===== src/rtl/row_scan_pkg.sv =====
package row_scan_pkg;

    localparam int PIN_COUNT  = 4;
    localparam int PIN_LO_END = 0;
    localparam int PIN_MID_LO = 1;
    localparam int PIN_MID_HI = 2;
    localparam int PIN_HI_END = 3;

    // drive level codes, highest rail first
    typedef enum logic [1:0] {
        LVL_TOP    = 2'd0,
        LVL_UPPER  = 2'd1,
        LVL_LOWER  = 2'd2,
        LVL_BOTTOM = 2'd3
    } row_lvl_e;

    typedef struct packed {
        logic dual;
        logic up;
    } scan_mode_t;

    function automatic row_lvl_e row_encode(input logic frm, input logic sel,
                                            input logic on_n);
        row_lvl_e r;
        if (!on_n) begin
            r = LVL_BOTTOM;
        end else begin
            case ({frm, sel})
                2'b00:   r = LVL_LOWER;
                2'b01:   r = LVL_TOP;
                2'b10:   r = LVL_UPPER;
                default: r = LVL_BOTTOM;
            endcase
        end
        return r;
    endfunction

    function automatic logic [PIN_COUNT-1:0] pin_roles(input scan_mode_t m);
        logic [PIN_COUNT-1:0] oe;
        oe = '0;
        if (m.up) begin
            oe[PIN_HI_END] = 1'b1;
            oe[PIN_MID_LO] = m.dual;
        end else begin
            oe[PIN_LO_END] = 1'b1;
            oe[PIN_MID_HI] = m.dual;
        end
        return oe;
    endfunction

endpackage


===== src/rtl/row_scan_ctrl.sv =====
module row_scan_ctrl
    import row_scan_pkg::*;
(
    input  logic       clk,
    input  logic       rst,
    input  logic       line_pulse,
    input  logic       scan_up,
    input  logic       dual_half,
    output logic       shift,
    output scan_mode_t mode
);
    logic lp_q;

    always_ff @(posedge clk) begin
        if (rst) lp_q <= 1'b0;
        else     lp_q <= line_pulse;
    end

    assign shift     = lp_q & ~line_pulse;
    assign mode.up   = scan_up;
    assign mode.dual = dual_half;
endmodule


===== src/rtl/row_scan_pins.sv =====
module row_scan_pins
    import row_scan_pkg::*;
#(
    parameter int N_ROWS = 160
) (
    input  scan_mode_t           mode,
    input  logic [PIN_COUNT-1:0] pin_in,
    input  logic [N_ROWS-1:0]    stage_q,
    output logic                 in_lo,
    output logic                 in_hi,
    output logic                 in_mid,
    output logic [PIN_COUNT-1:0] pin_out,
    output logic [PIN_COUNT-1:0] pin_oe
);
    localparam int HALF = N_ROWS / 2;

    logic [PIN_COUNT-1:0] exits;

    assign in_lo  = pin_in[PIN_LO_END];
    assign in_hi  = pin_in[PIN_HI_END];
    assign in_mid = mode.up ? pin_in[PIN_MID_HI] : pin_in[PIN_MID_LO];

    assign exits[PIN_LO_END] = stage_q[0];
    assign exits[PIN_MID_LO] = stage_q[HALF-1];
    assign exits[PIN_MID_HI] = stage_q[HALF];
    assign exits[PIN_HI_END] = stage_q[N_ROWS-1];

    assign pin_oe  = pin_roles(mode);
    assign pin_out = exits & pin_oe;
endmodule


===== src/rtl/row_scan_chain.sv =====
module row_scan_chain
    import row_scan_pkg::*;
#(
    parameter int N_ROWS = 160
) (
    input  logic              clk,
    input  logic              rst,
    input  logic              shift,
    input  scan_mode_t        mode,
    input  logic              in_lo,
    input  logic              in_hi,
    input  logic              in_mid,
    output logic [N_ROWS-1:0] stage_q
);
    localparam int HALF = N_ROWS / 2;

    logic [N_ROWS-1:0] stage_d;

    for (genvar g = 0; g < N_ROWS; g++) begin : g_row
        logic from_below;
        logic from_above;

        if (g == 0) begin : g_lo
            assign from_below = in_lo;
        end else if (g == HALF) begin : g_mh
            assign from_below = mode.dual ? in_mid : stage_q[g-1];
        end else begin : g_pb
            assign from_below = stage_q[g-1];
        end

        if (g == N_ROWS-1) begin : g_hi
            assign from_above = in_hi;
        end else if (g == HALF-1) begin : g_ml
            assign from_above = mode.dual ? in_mid : stage_q[g+1];
        end else begin : g_pa
            assign from_above = stage_q[g+1];
        end

        assign stage_d[g] = mode.up ? from_below : from_above;
    end

    always_ff @(posedge clk) begin
        if (rst)        stage_q <= '0;
        else if (shift) stage_q <= stage_d;
    end
endmodule


===== src/rtl/row_level_enc.sv =====
module row_level_enc
    import row_scan_pkg::*;
#(
    parameter int N_ROWS = 160
) (
    input  logic                stage_frame,
    input  logic                stage_on_n,
    input  logic [N_ROWS-1:0]   stage_q,
    output logic [2*N_ROWS-1:0] row_lvl
);
    for (genvar g = 0; g < N_ROWS; g++) begin : g_enc
        assign row_lvl[2*g +: 2] = row_encode(stage_frame, stage_q[g], stage_on_n);
    end
endmodule


===== src/rtl/lcd_row_scan.sv =====
module lcd_row_scan
    import row_scan_pkg::*;
#(
    parameter int N_ROWS = 160
) (
    input  logic                  clk,
    input  logic                  rst,
    input  logic                  line_pulse,
    input  logic                  scan_up,
    input  logic                  dual_half,
    input  logic                  frame,
    input  logic                  blank_n,
    input  logic [3:0]            pin_in,
    output logic [3:0]            pin_out,
    output logic [3:0]            pin_oe,
    output logic [2*N_ROWS-1:0]   row_lvl
);
    logic              shift;
    scan_mode_t        mode;
    logic              in_lo;
    logic              in_hi;
    logic              in_mid;
    logic [N_ROWS-1:0] stage_q;

    row_scan_ctrl u_ctrl (
        .clk        (clk),
        .rst        (rst),
        .line_pulse (line_pulse),
        .scan_up    (scan_up),
        .dual_half  (dual_half),
        .shift      (shift),
        .mode       (mode)
    );

    row_scan_pins #(.N_ROWS(N_ROWS)) u_pins (
        .mode    (mode),
        .pin_in  (pin_in),
        .stage_q (stage_q),
        .in_lo   (in_lo),
        .in_hi   (in_hi),
        .in_mid  (in_mid),
        .pin_out (pin_out),
        .pin_oe  (pin_oe)
    );

    row_scan_chain #(.N_ROWS(N_ROWS)) u_chain (
        .clk     (clk),
        .rst     (rst),
        .shift   (shift),
        .mode    (mode),
        .in_lo   (in_lo),
        .in_hi   (in_hi),
        .in_mid  (in_mid),
        .stage_q (stage_q)
    );

    row_level_enc #(.N_ROWS(N_ROWS)) u_enc (
        .stage_frame (frame),
        .stage_on_n  (blank_n),
        .stage_q     (stage_q),
        .row_lvl     (row_lvl)
    );
endmodule


===== config.mk =====
export PLATFORM = sky130hd
export DESIGN_NAME = lcd_row_scan
export DESIGN_NICKNAME = d
export VERILOG_FILES = /design/src/rtl/row_scan_pkg.sv /design/src/rtl/row_scan_ctrl.sv /design/src/rtl/row_scan_pins.sv /design/src/rtl/row_scan_chain.sv /design/src/rtl/row_level_enc.sv /design/src/rtl/lcd_row_scan.sv
export SDC_FILE = /design/constraint.sdc
export NUM_CORES = 1
export LEC_CHECK = 0
export BUFFER_PORTS_ARGS = -buffer_cell sky130_fd_sc_hd__buf_2
export CAP_MARGIN = 10
export CORE_UTILIZATION = 57
export CTS_CLUSTER_SIZE = 24
export DETAILED_ROUTE_END_ITERATION = 7
export GPL_ROUTABILITY_DRIVEN = 0
export PLACE_DENSITY_LB_ADDON = 0.3
export RECOVER_POWER = 25
export SYNTH_ARGS = -nofsm -noshare
export SYNTH_HDL_FRONTEND = slang
export SYNTH_SLANG_ARGS = --single-unit

===== constraint.sdc =====
create_clock -name clk -period 13.4 [get_ports clk]
set_input_delay 1.34 -clock clk [delete_from_list [all_inputs] [get_ports clk]]
set_output_delay 1.34 -clock clk [all_outputs]
set_load 0.02 [all_outputs]

After elaboration in Yosys (flattened, before gate mapping)
Index checks and enable logic that the tools add are counted.
Word-level totals
  word-level logic and storage cells: 972
  bits in read-only memories: 0
  output and inout bits: 328
  memories kept: 0
  memory bits (writable): 0
  bits in latches: 0
  flip-flop bits (word level): 161
Cells by class
  muxes and demuxes: 487
  bitwise logic cells: 3
  equal/unequal tests: 320
  divide/modulo/power cells: 0
  shift-type cells: 0
  reductions and logical operators: 160
  order comparisons: 0
  add/subtract/negate cells: 0
  $mul: 0
Operators with widths (count)
  case mux 2 bit (3 select lines): 160
  equality test 2 x 1 -> 1 bit, second input constant: 160
  equality test 2 bit, second input constant: 160
  zero test 2 bit: 160
  2-to-1 mux 2 bit: 160
  2-to-1 mux 1 bit: 167
  bitwise AND 4 bit: 1
  bitwise AND 1 bit: 1
  NOT 1 bit: 1

Depth between registers and ports, before layout
Gate-level depths: netlist of run 1.
  word-level depth: 3
  gate-level depth with buffers: 5

Modules after synthesis
From an unflattened synthesis of run 1, not the netlist that was laid out.
Second synthesis, totals
  cells, all modules: 1251
  area, all modules: 10667.7 um^2
By module, submodules not included
  row_scan_chain: area an instance 7051.8 um^2, cells each 716, sequential area each 3203.1 um^2, instances 1
  row_level_enc: area an instance 3474.6 um^2, cells each 519, sequential area each 0.0 um^2, instances 1
  row_scan_pins: area an instance 91.3 um^2, cells each 11, sequential area each 0.0 um^2, instances 1
  row_scan_ctrl: area an instance 50.0 um^2, cells each 5, sequential area each 20.0 um^2, instances 1

Worst setup path after synthesis of run 1
No wires, ideal clock.
  path type: input to output
  start point: in frame
  end point: out row_lvl[100]
  data required time: 12060 ps
  arrival time: 5445 ps
  slack: 6615 ps
  path buffers: 4
  cell stages on the path: 5
  cell sequence: clkbuf_1 buf_2 buf_4 nand2b_1 buf_4
Between the ends
  cells in the longest elaborated chain, start to end: 3
RTL lines
  from (decl): RTL line lcd_row_scan.sv:11  | input logic frame,
  equality test 2 bit (tied with other cells): RTL line row_scan_pkg.sv:28  | case ({frm, sel})
  case mux 2 bit (3 select lines) (*): RTL line row_scan_pkg.sv:28
  2-to-1 mux 2 bit (*): RTL line row_scan_pkg.sv:25  | if (!on_n) begin
  to (decl): RTL line lcd_row_scan.sv:16  | output logic [2*N_ROWS-1:0] row_lvl
Every way passes the cells marked *; elsewhere a longest branch is shown, timed or not.

Worst setup path after layout of run 1
  start point: in scan_up
  end point: out pin_out[2]
Between the ends
  cells in the longest elaborated chain, start to end: 2
RTL lines
  from (decl): RTL line lcd_row_scan.sv:9  | input logic scan_up,
  2-to-1 mux 1 bit: RTL line row_scan_pkg.sv:41  | if (m.up) begin
  bitwise AND 4 bit: RTL line row_scan_pins.sv:29  | assign pin_out = exits & pin_oe;
  to (decl): RTL line lcd_row_scan.sv:14  | output logic [3:0] pin_out,
Every way passes these cells.

==> summary.txt, run 1 <==
Placed design
  – HPWL after DPL: approximately 15000 microns
  – IO buf count: 338
  – Placed cell area: 11460 sq um
  – Pre-CTS setup slack: 8.131 ns

Yosys
  – Mean post-synth cell area: 8.953 sq um
  – Synth Register Bits: around 160
  – Warning count from the yosys run: 0
  – Synth Area in XOR/XNOR: 12.47%
  – Post-Syn Nets: 1260
  – Mapped Cells: 1247
  – Register area share after synthesis: approximately 29%
  – Synth unique cells: 23
  – Synth Area in Simple Gates: between 10% and 20%
  – Synth Cell Area: around 11000 sq um
  – Mux contribution to synthesized area: between 10% and 20%
  – Synthesized-area fraction occupied by adder cells: 0.2241%
  – Post-synthesis compound-gate area fraction: 15.97%
  – Main combinational cell family by area after synthesis: buffers and inverters

Cells and area
  – Final nets: 1359
  – Filler Cell Count: 1650
  – Layout cells sized above 1: 35.20%
  – Most common cell after layout, fill and taps aside: buf_2
  – Layout area overhead: 7.453%
  – Sequential Area: between 3000 and 4000 sq um
  – Commonest non-fill, non-tap cells in the layout: buf_2 (331), nand2_1 (162), dfxtp_1 (161)
  – Finished layout cell area: 12000 sq um
  – Multi-input gate area: 6065 sq um

STA
  – Worst hold slack: 0.5264 ns
  – Pins Over Slew Limit: 383
  – Hold Fails Final Rpt: 0
  – Min Tclk post-route: 8.911 ns
  – Unrepaired setup endpoints after global routing: false
  – Max Clock Skew: 0.008499 ns
  – Setup Viol. Count Final: 0
  – Final worst path period share: 66.50%
  – Final WS setup: 4.489 ns
  – Setup_tns: 0 ns
  – Fmax: ~110 MHz
  – Worst slew pin tran: approximately 6.8 ns
  – Max-slew headroom: -355.8%

Global routing
  – Total track usage: 22.52%
  – Vias in the first global route: 7139
  – Initial antenna violation count: 1
  – Total gr overflow: 0
  – First-pass GRT wire length: 36780 microns
  – Largest net degree at the start of global routing: 160

Floorplan
  – Chip width: 142.0 microns
  – Starting density of the core: 58.90%
  – Area of the core: 18960 sq um
  – Num rows: 50
  – Die height: 142.0 microns
  – Die Area: 20150 sq um
  – Boundary Pins: 339

Setup path
  – Crit-path max cell delay: roughly 4.8 ns
  – Crit-path cells: buf_8 -> clkbuf_1 -> nor2b_1 -> and2_1 -> buf_2
  – Worst Path Required: 12.06 ns
  – Critical path launch point type: input port
  – CP arrival: 7.57 ns
  – Crit path max fanout: 99
  – Endpoint class of the critical path: output pin
  – CP max stage cell: clkbuf_1
  – Setup Crit Path Kind: in -> out

Run status
  – Failing checks: max-capacitance violations, max-slew violations
  – Status: finished, violations left

CTS
  – Latest clock arrival within the worst-skew pair: 0.42 ns
  – Total setup buffers inserted after CTS: 0
  – Post-CTS sizing: 0
  – Root Buffer: clkbuf_16
  – Clock sink count: ~160
  – CTS tree: built
  – Max Root-Sink Buffers: 2
  – CTS buffer count: 17
  – CTS H-tree depth: 4
  – Worst-path clk slew: 0.06 ns
  – Hold Buf Count CTS: 0

Worst hold path
  – Worst min path class: reg -> reg

Detailed routing
  – Initial drt markers: 396
  – Drt wl/cell: 14.50 microns
  – Routed WL: 23470 microns
  – Vias/cell: 5.138
  – Vias post-DR: just over 8k
  – Pre-antenna DRT Iters: 5
  – Post-route DRC violation count: 0
  – Final antenna-violating net count: 0

Pwr
  – Worst vdd ir: 93.10 uV
  – Pwr dens: between 100 and 150 nW/um^2
  – Leak Pwr: 5.285 nW

Run
  – Max cap viols: 5
==> flip-flops by register name, summed over array words and instances, names as in the netlist <==
| name | count |
|---|---|
| u_chain.stage_q | 160 |
| u_ctrl.lp_q | 1 |
==> logic make-up (layout without fill, tap and decap cells) <==
| kind of cell | Yosys count | after routing |
|---|---|---|
| AOI/OAI and AO/OA | 162 | 162 |
| xor gates and xnor gates | 159 | 159 |
| adders and majority gates | 2 | 2 |
| buffers and inverters | 269 | 380 |
| DFF | 161 | 161 |
| muxes | 160 | 160 |
| other | 0 | 1 |
| and+or+nand+nor | 334 | 334 |
==> synth_stat cells <==
cell      number  area (sq um)
a211oi_2     114          1426
mux2i_1      159          1592
o211ai_1       1         7.510
buf_8          1         15.01
a211oi_1      44         330.3
nor2_1       160         600.6
inv_1          2         7.510
nand2b_1       4         25.02
nor2b_1        4         25.02
nand2_1      162         608.1
a21oi_1        2         10.01
dfxtp_1      161          3223
mux2_1         1         11.26
buf_6         14         157.7
buf_1          1         3.750
clkbuf_1      31         116.4
and2_1         3         18.77
xor2_1       159          1393
buf_4        181          1359
buf_2         39         195.2
ha_1           2         25.02
a211o_1        1         8.760
and3_1         1         6.260
==> power by group <==
part	internal [mW]	total [mW]	switching, mW
logic	0.122	0.332	0.210
registers	0.503	0.534	0.0313
clock network	0.307	0.499	0.192
==> worst max-delay path: cells and delay by family <==
kind / cells / cell delay (ns)
buf+inv: 3 / 5.39
simple gates: 2 / 0.66
==> through the flow <==
stage,util [%],instances,total power [mW]
detailed placement,60.44,1587,0.8696
global route,63.27,1618,1.424
global placement,60.44,1587,0.8639
CTS,63.64,1618,1.369
finish,63.29,1619,1.365
floorplan,-,1247,0.8301
==> metal layers <==
metal  track usage (%)  vias up  wire length [microns]
met2             37.72      180                  11590
met1             29.15     3914                  10750
li1                  -     4214                      -
met4             7.074        0                    180
met5                 0        -                      0
met3             4.374       10                    947
==> layout make-up <==
type | instances | share of cell area (%)
Antenna cell | 1 | 0.02086
Clock buffer | 22 | 3.953
Clock inverter | 9 | 1.095
Inverter | 2 | 0.06258
Multi-Input combinational cell | 817 | 50.55
Sequential cell | 161 | 26.87
Tap cell | 260 | 2.712
Timing Repair Buffer | 347 | 14.74
==> path summary, 6_finish.rpt <==
path	start	end	slack, ns	cells after the start
worst min register to register	u_chain.stage_q[79]$_SDFFE_PP0P_	u_chain.stage_q[79]$_SDFFE_PP0P_	0.53	2
worst min-delay path	u_chain.stage_q[79]$_SDFFE_PP0P_	u_chain.stage_q[79]$_SDFFE_PP0P_	0.53	2
worst max-delay path	scan_up	pin_out[2]	4.49	5
worst max register to register	u_ctrl.lp_q$_SDFF_PP0_	u_chain.stage_q[105]$_SDFFE_PP0P_	7.24	4
No activity file was read; power rests on OpenSTA's default activity.
==> run 2, diff against run 1 <==
--- a/config.mk
+++ b/config.mk
@@ -7,7 +7,7 @@
 export LEC_CHECK = 0
 export BUFFER_PORTS_ARGS = -buffer_cell sky130_fd_sc_hd__buf_2
 export CAP_MARGIN = 10
-export CORE_UTILIZATION = 57
+export CORE_UTILIZATION = 53
 export CTS_CLUSTER_SIZE = 24
 export DETAILED_ROUTE_END_ITERATION = 7
 export GPL_ROUTABILITY_DRIVEN = 0
==> constraint.sdc (replaced) <==
create_clock -name clk -period 9.1 [get_ports clk]
set_input_delay 0.91 -clock clk [delete_from_list [all_inputs] [get_ports clk]]
set_output_delay 0.91 -clock clk [all_outputs]
set_load 0.02 [all_outputs]
==> summary.txt, run 2 (synthesis results as in run 1) <==
Pwr
  – Worst vdd ir: 130.0 uV (+40%)
  – Switch share: 32.17% (+0.42 points)
  – Switch Pwr: 0.6393 mW (+48%)
  – Leak Pwr: 5.241 nW (-0.83%)
  – Clock power frac: 36.6% (about the same)
  – Combinational Power Share: 23.9% (-0.4 points)
  – Part of the power in registers: 39.6% (+0.5 points)
  – Pwr dens: 166.7 nW/um^2 (+46%)
  – P_int: 1.348 mW (+45%)

Cells and area
  – Commonest non-fill, non-tap cells in the layout: buf_2 (316), nand2_1 (162), dfxtp_1 (161)
  – Max reg flops: 160 (unchanged)
  – Layout cells sized above 1: 33.46% (-1.7 points)
  – Largest Register: u_chain.stage_q
  – Post-route core utilization: 58.38% (-4.9 points)
  – Finished layout cell area: 11930 sq um (-0.58%)
  – Layout area overhead: 6.825%
  – Filler Cell Count: 1901 (+15%)
  – Diode count: 0 (-1)
  – Most common cell after layout, fill and taps aside: buf_2
  – Largest registers: u_chain.stage_q (160), u_ctrl.lp_q (1)
  – Final std cells w/o fill: 1627 (+0.49%)
  – Final nets: 1359 (unchanged)

Placed design
  – Placed cell area: 11460 sq um (unchanged)
  – Dpl cells: 1597 (+0.63%)
  – HPWL after DPL: 14990 microns (-1.4%)
  – Pre-CTS setup slack: 5.085 ns (-3.046 ns)
  – IO buf count: 338 (unchanged)

Floorplan
  – Boundary Pins: 339 (unchanged)
  – Die Area: 21650 sq um (+7.4%)
  – Area of the core: 20430 sq um (+7.8%)
  – Chip width: 147.1 microns (+3.7%)
  – Num rows: 52 (+4.0%)
  – Starting density of the core: 54.65% (-4.2 points)
  – Die height: 147.1 microns (+3.7%)

Run status
  – Status: finished, violations left
  – Failing checks: max-capacitance violations, max-slew violations

Detailed routing
  – Drt wl/cell: 14.06 microns (-3.0%)
  – Initial drt markers: 426 (+7.6%)
  – Pre-antenna DRT Iters: 4 (-1)
  – Final antenna-violating net count: 0 (unchanged)
  – Vias post-DR: 8191 (-1.5%)
  – Routed WL: 22870 microns (-2.6%)
  – Vias/cell: 5.034 (-2.0%)
  – Post-route DRC violation count: 0 (unchanged)

Setup path
  – Critical path launch point type: input port
  – Endpoint class of the critical path: output pin
  – CP arrival: 5.07 ns (-2.50 ns)
  – Setup Crit Path Kind: in -> out
  – Crit path max fanout: 60 (-39%)
  – Crit-path cells: clkbuf_1 -> buf_4 -> nor2b_1 -> and2_1 -> buf_2
  – Worst Path Required: 8.19 ns (-3.87 ns)
  – Crit-path max cell delay: 2.35 ns (-2.43 ns)
  – CP max stage cell: clkbuf_1

Global routing
  – Total track usage: 20.17% (-2.3 points)
  – Initial antenna violation count: 0 (-1)
  – First-pass GRT wire length: 35940 microns (-2.3%)
  – Vias in the first global route: 6865 (-3.8%)
  – Largest net degree at the start of global routing: 160 (unchanged)
  – Total gr overflow: 0 (unchanged)

STA
  – Final worst path period share: 65.72%
  – Final WS setup: 3.120 ns (-1.370 ns)
  – Max-slew headroom: -184.8% (+170 points)
  – Fmax: approximately 170 MHz
  – Unrepaired setup endpoints after global routing: false
  – Setup_tns: 0 ns (unchanged)
  – Pins Over Slew Limit: 291 (-24%)
  – Worst slew pin tran: 4.272 ns (-2.565 ns)
  – Hold Fails Final Rpt: 0 (unchanged)
  – Setup Viol. Count Final: 0 (unchanged)
  – Max Clock Skew: 0.006166 ns (-0.002333 ns)
  – Min Tclk post-route: about 6.0 ns

CTS
  – Latest clock arrival within the worst-skew pair: 0.42 ns (about the same)
  – Hold Buf Count CTS: 0 (unchanged)
  – Root Buffer: clkbuf_16
  – Clock sink count: 161 (unchanged)
  – Total setup buffers inserted after CTS: 0 (unchanged)
  – Post-CTS sizing: 0 (unchanged)
  – CTS buffer count: 17 (unchanged)
  – CTS tree: built
  – CTS H-tree depth: 4 (unchanged)
  – Worst-path clk slew: 0.06 ns (about the same)
  – Max Root-Sink Buffers: 2 (unchanged)

Worst hold path
  – Worst min path class: reg -> reg

Run
  – Max cap viols: 4 (-1)
==> run 2: worst max-delay path: cells and delay by family <==
| family | cells | cell delay, ns |
|---|---|---|
| buffers and inverters | 3 | 3.54 |
| and+or+nand+nor | 2 | 0.56 |
==> run 2: layout make-up <==
| cell class | instances | area (sq um) | area share (%) |
|---|---|---|---|
| Multi-Input combinational cell | 817 | 6020 | 50.47 |
| Clock buffer | 19 | 442.9 | 3.714 |
| Timing Repair Buffer | 347 | 1742 | 14.60 |
| Clock inverter | 11 | 153.9 | 1.290 |
| Sequential cell | 161 | 3223 | 27.02 |
| Tap cell | 270 | 337.8 | 2.833 |
| Inverter | 2 | 7.507 | 0.06295 |
==> run 2: layer usage <==
layer / vias up / global-route usage, % / part of all wire [%]
li1: 4216 / - / -
met1: 3755 / 27.77 / 48
met2: 201 / 31.93 / 47
met3: 19 / 3.913 / 4.3
met4: 0 / 5.773 / 1.1
met5: - / 0 / 0
==> run 2: final timing paths <==
check | from | endpoint | slack (ns) | cells past startpoint
worst max register to register | u_ctrl.lp_q$_SDFF_PP0_ | u_chain.stage_q[89]$_SDFFE_PP0P_ | 3.43 | 4
worst min-delay path | u_chain.stage_q[79]$_SDFFE_PP0P_ | u_chain.stage_q[79]$_SDFFE_PP0P_ | 0.52 | 2
worst min register to register | u_chain.stage_q[79]$_SDFFE_PP0P_ | u_chain.stage_q[79]$_SDFFE_PP0P_ | 0.52 | 2
worst max-delay path | scan_up | pin_out[2] | 3.12 | 5
==> run 2: stage by stage <==
stage,total power [mW],hold WS (ns)
after detailed placement,1.279,0.5170
final,1.988,0.5190
after global routing,2.085,0.5613
after global placement,1.273,0.5117
after CTS,2.010,0.5242
after floorplan,1.222,0.4723
==> run 2: power by group through the flow <==
stage               logic [mW]  registers [mW]  clock network (mW)
finish                   0.475           0.786               0.727
global route             0.516           0.791               0.777
CTS                      0.479           0.786               0.745
detailed placement       0.478           0.802                   0
global placement         0.472           0.801                   0
floorplan                0.436           0.787                   0
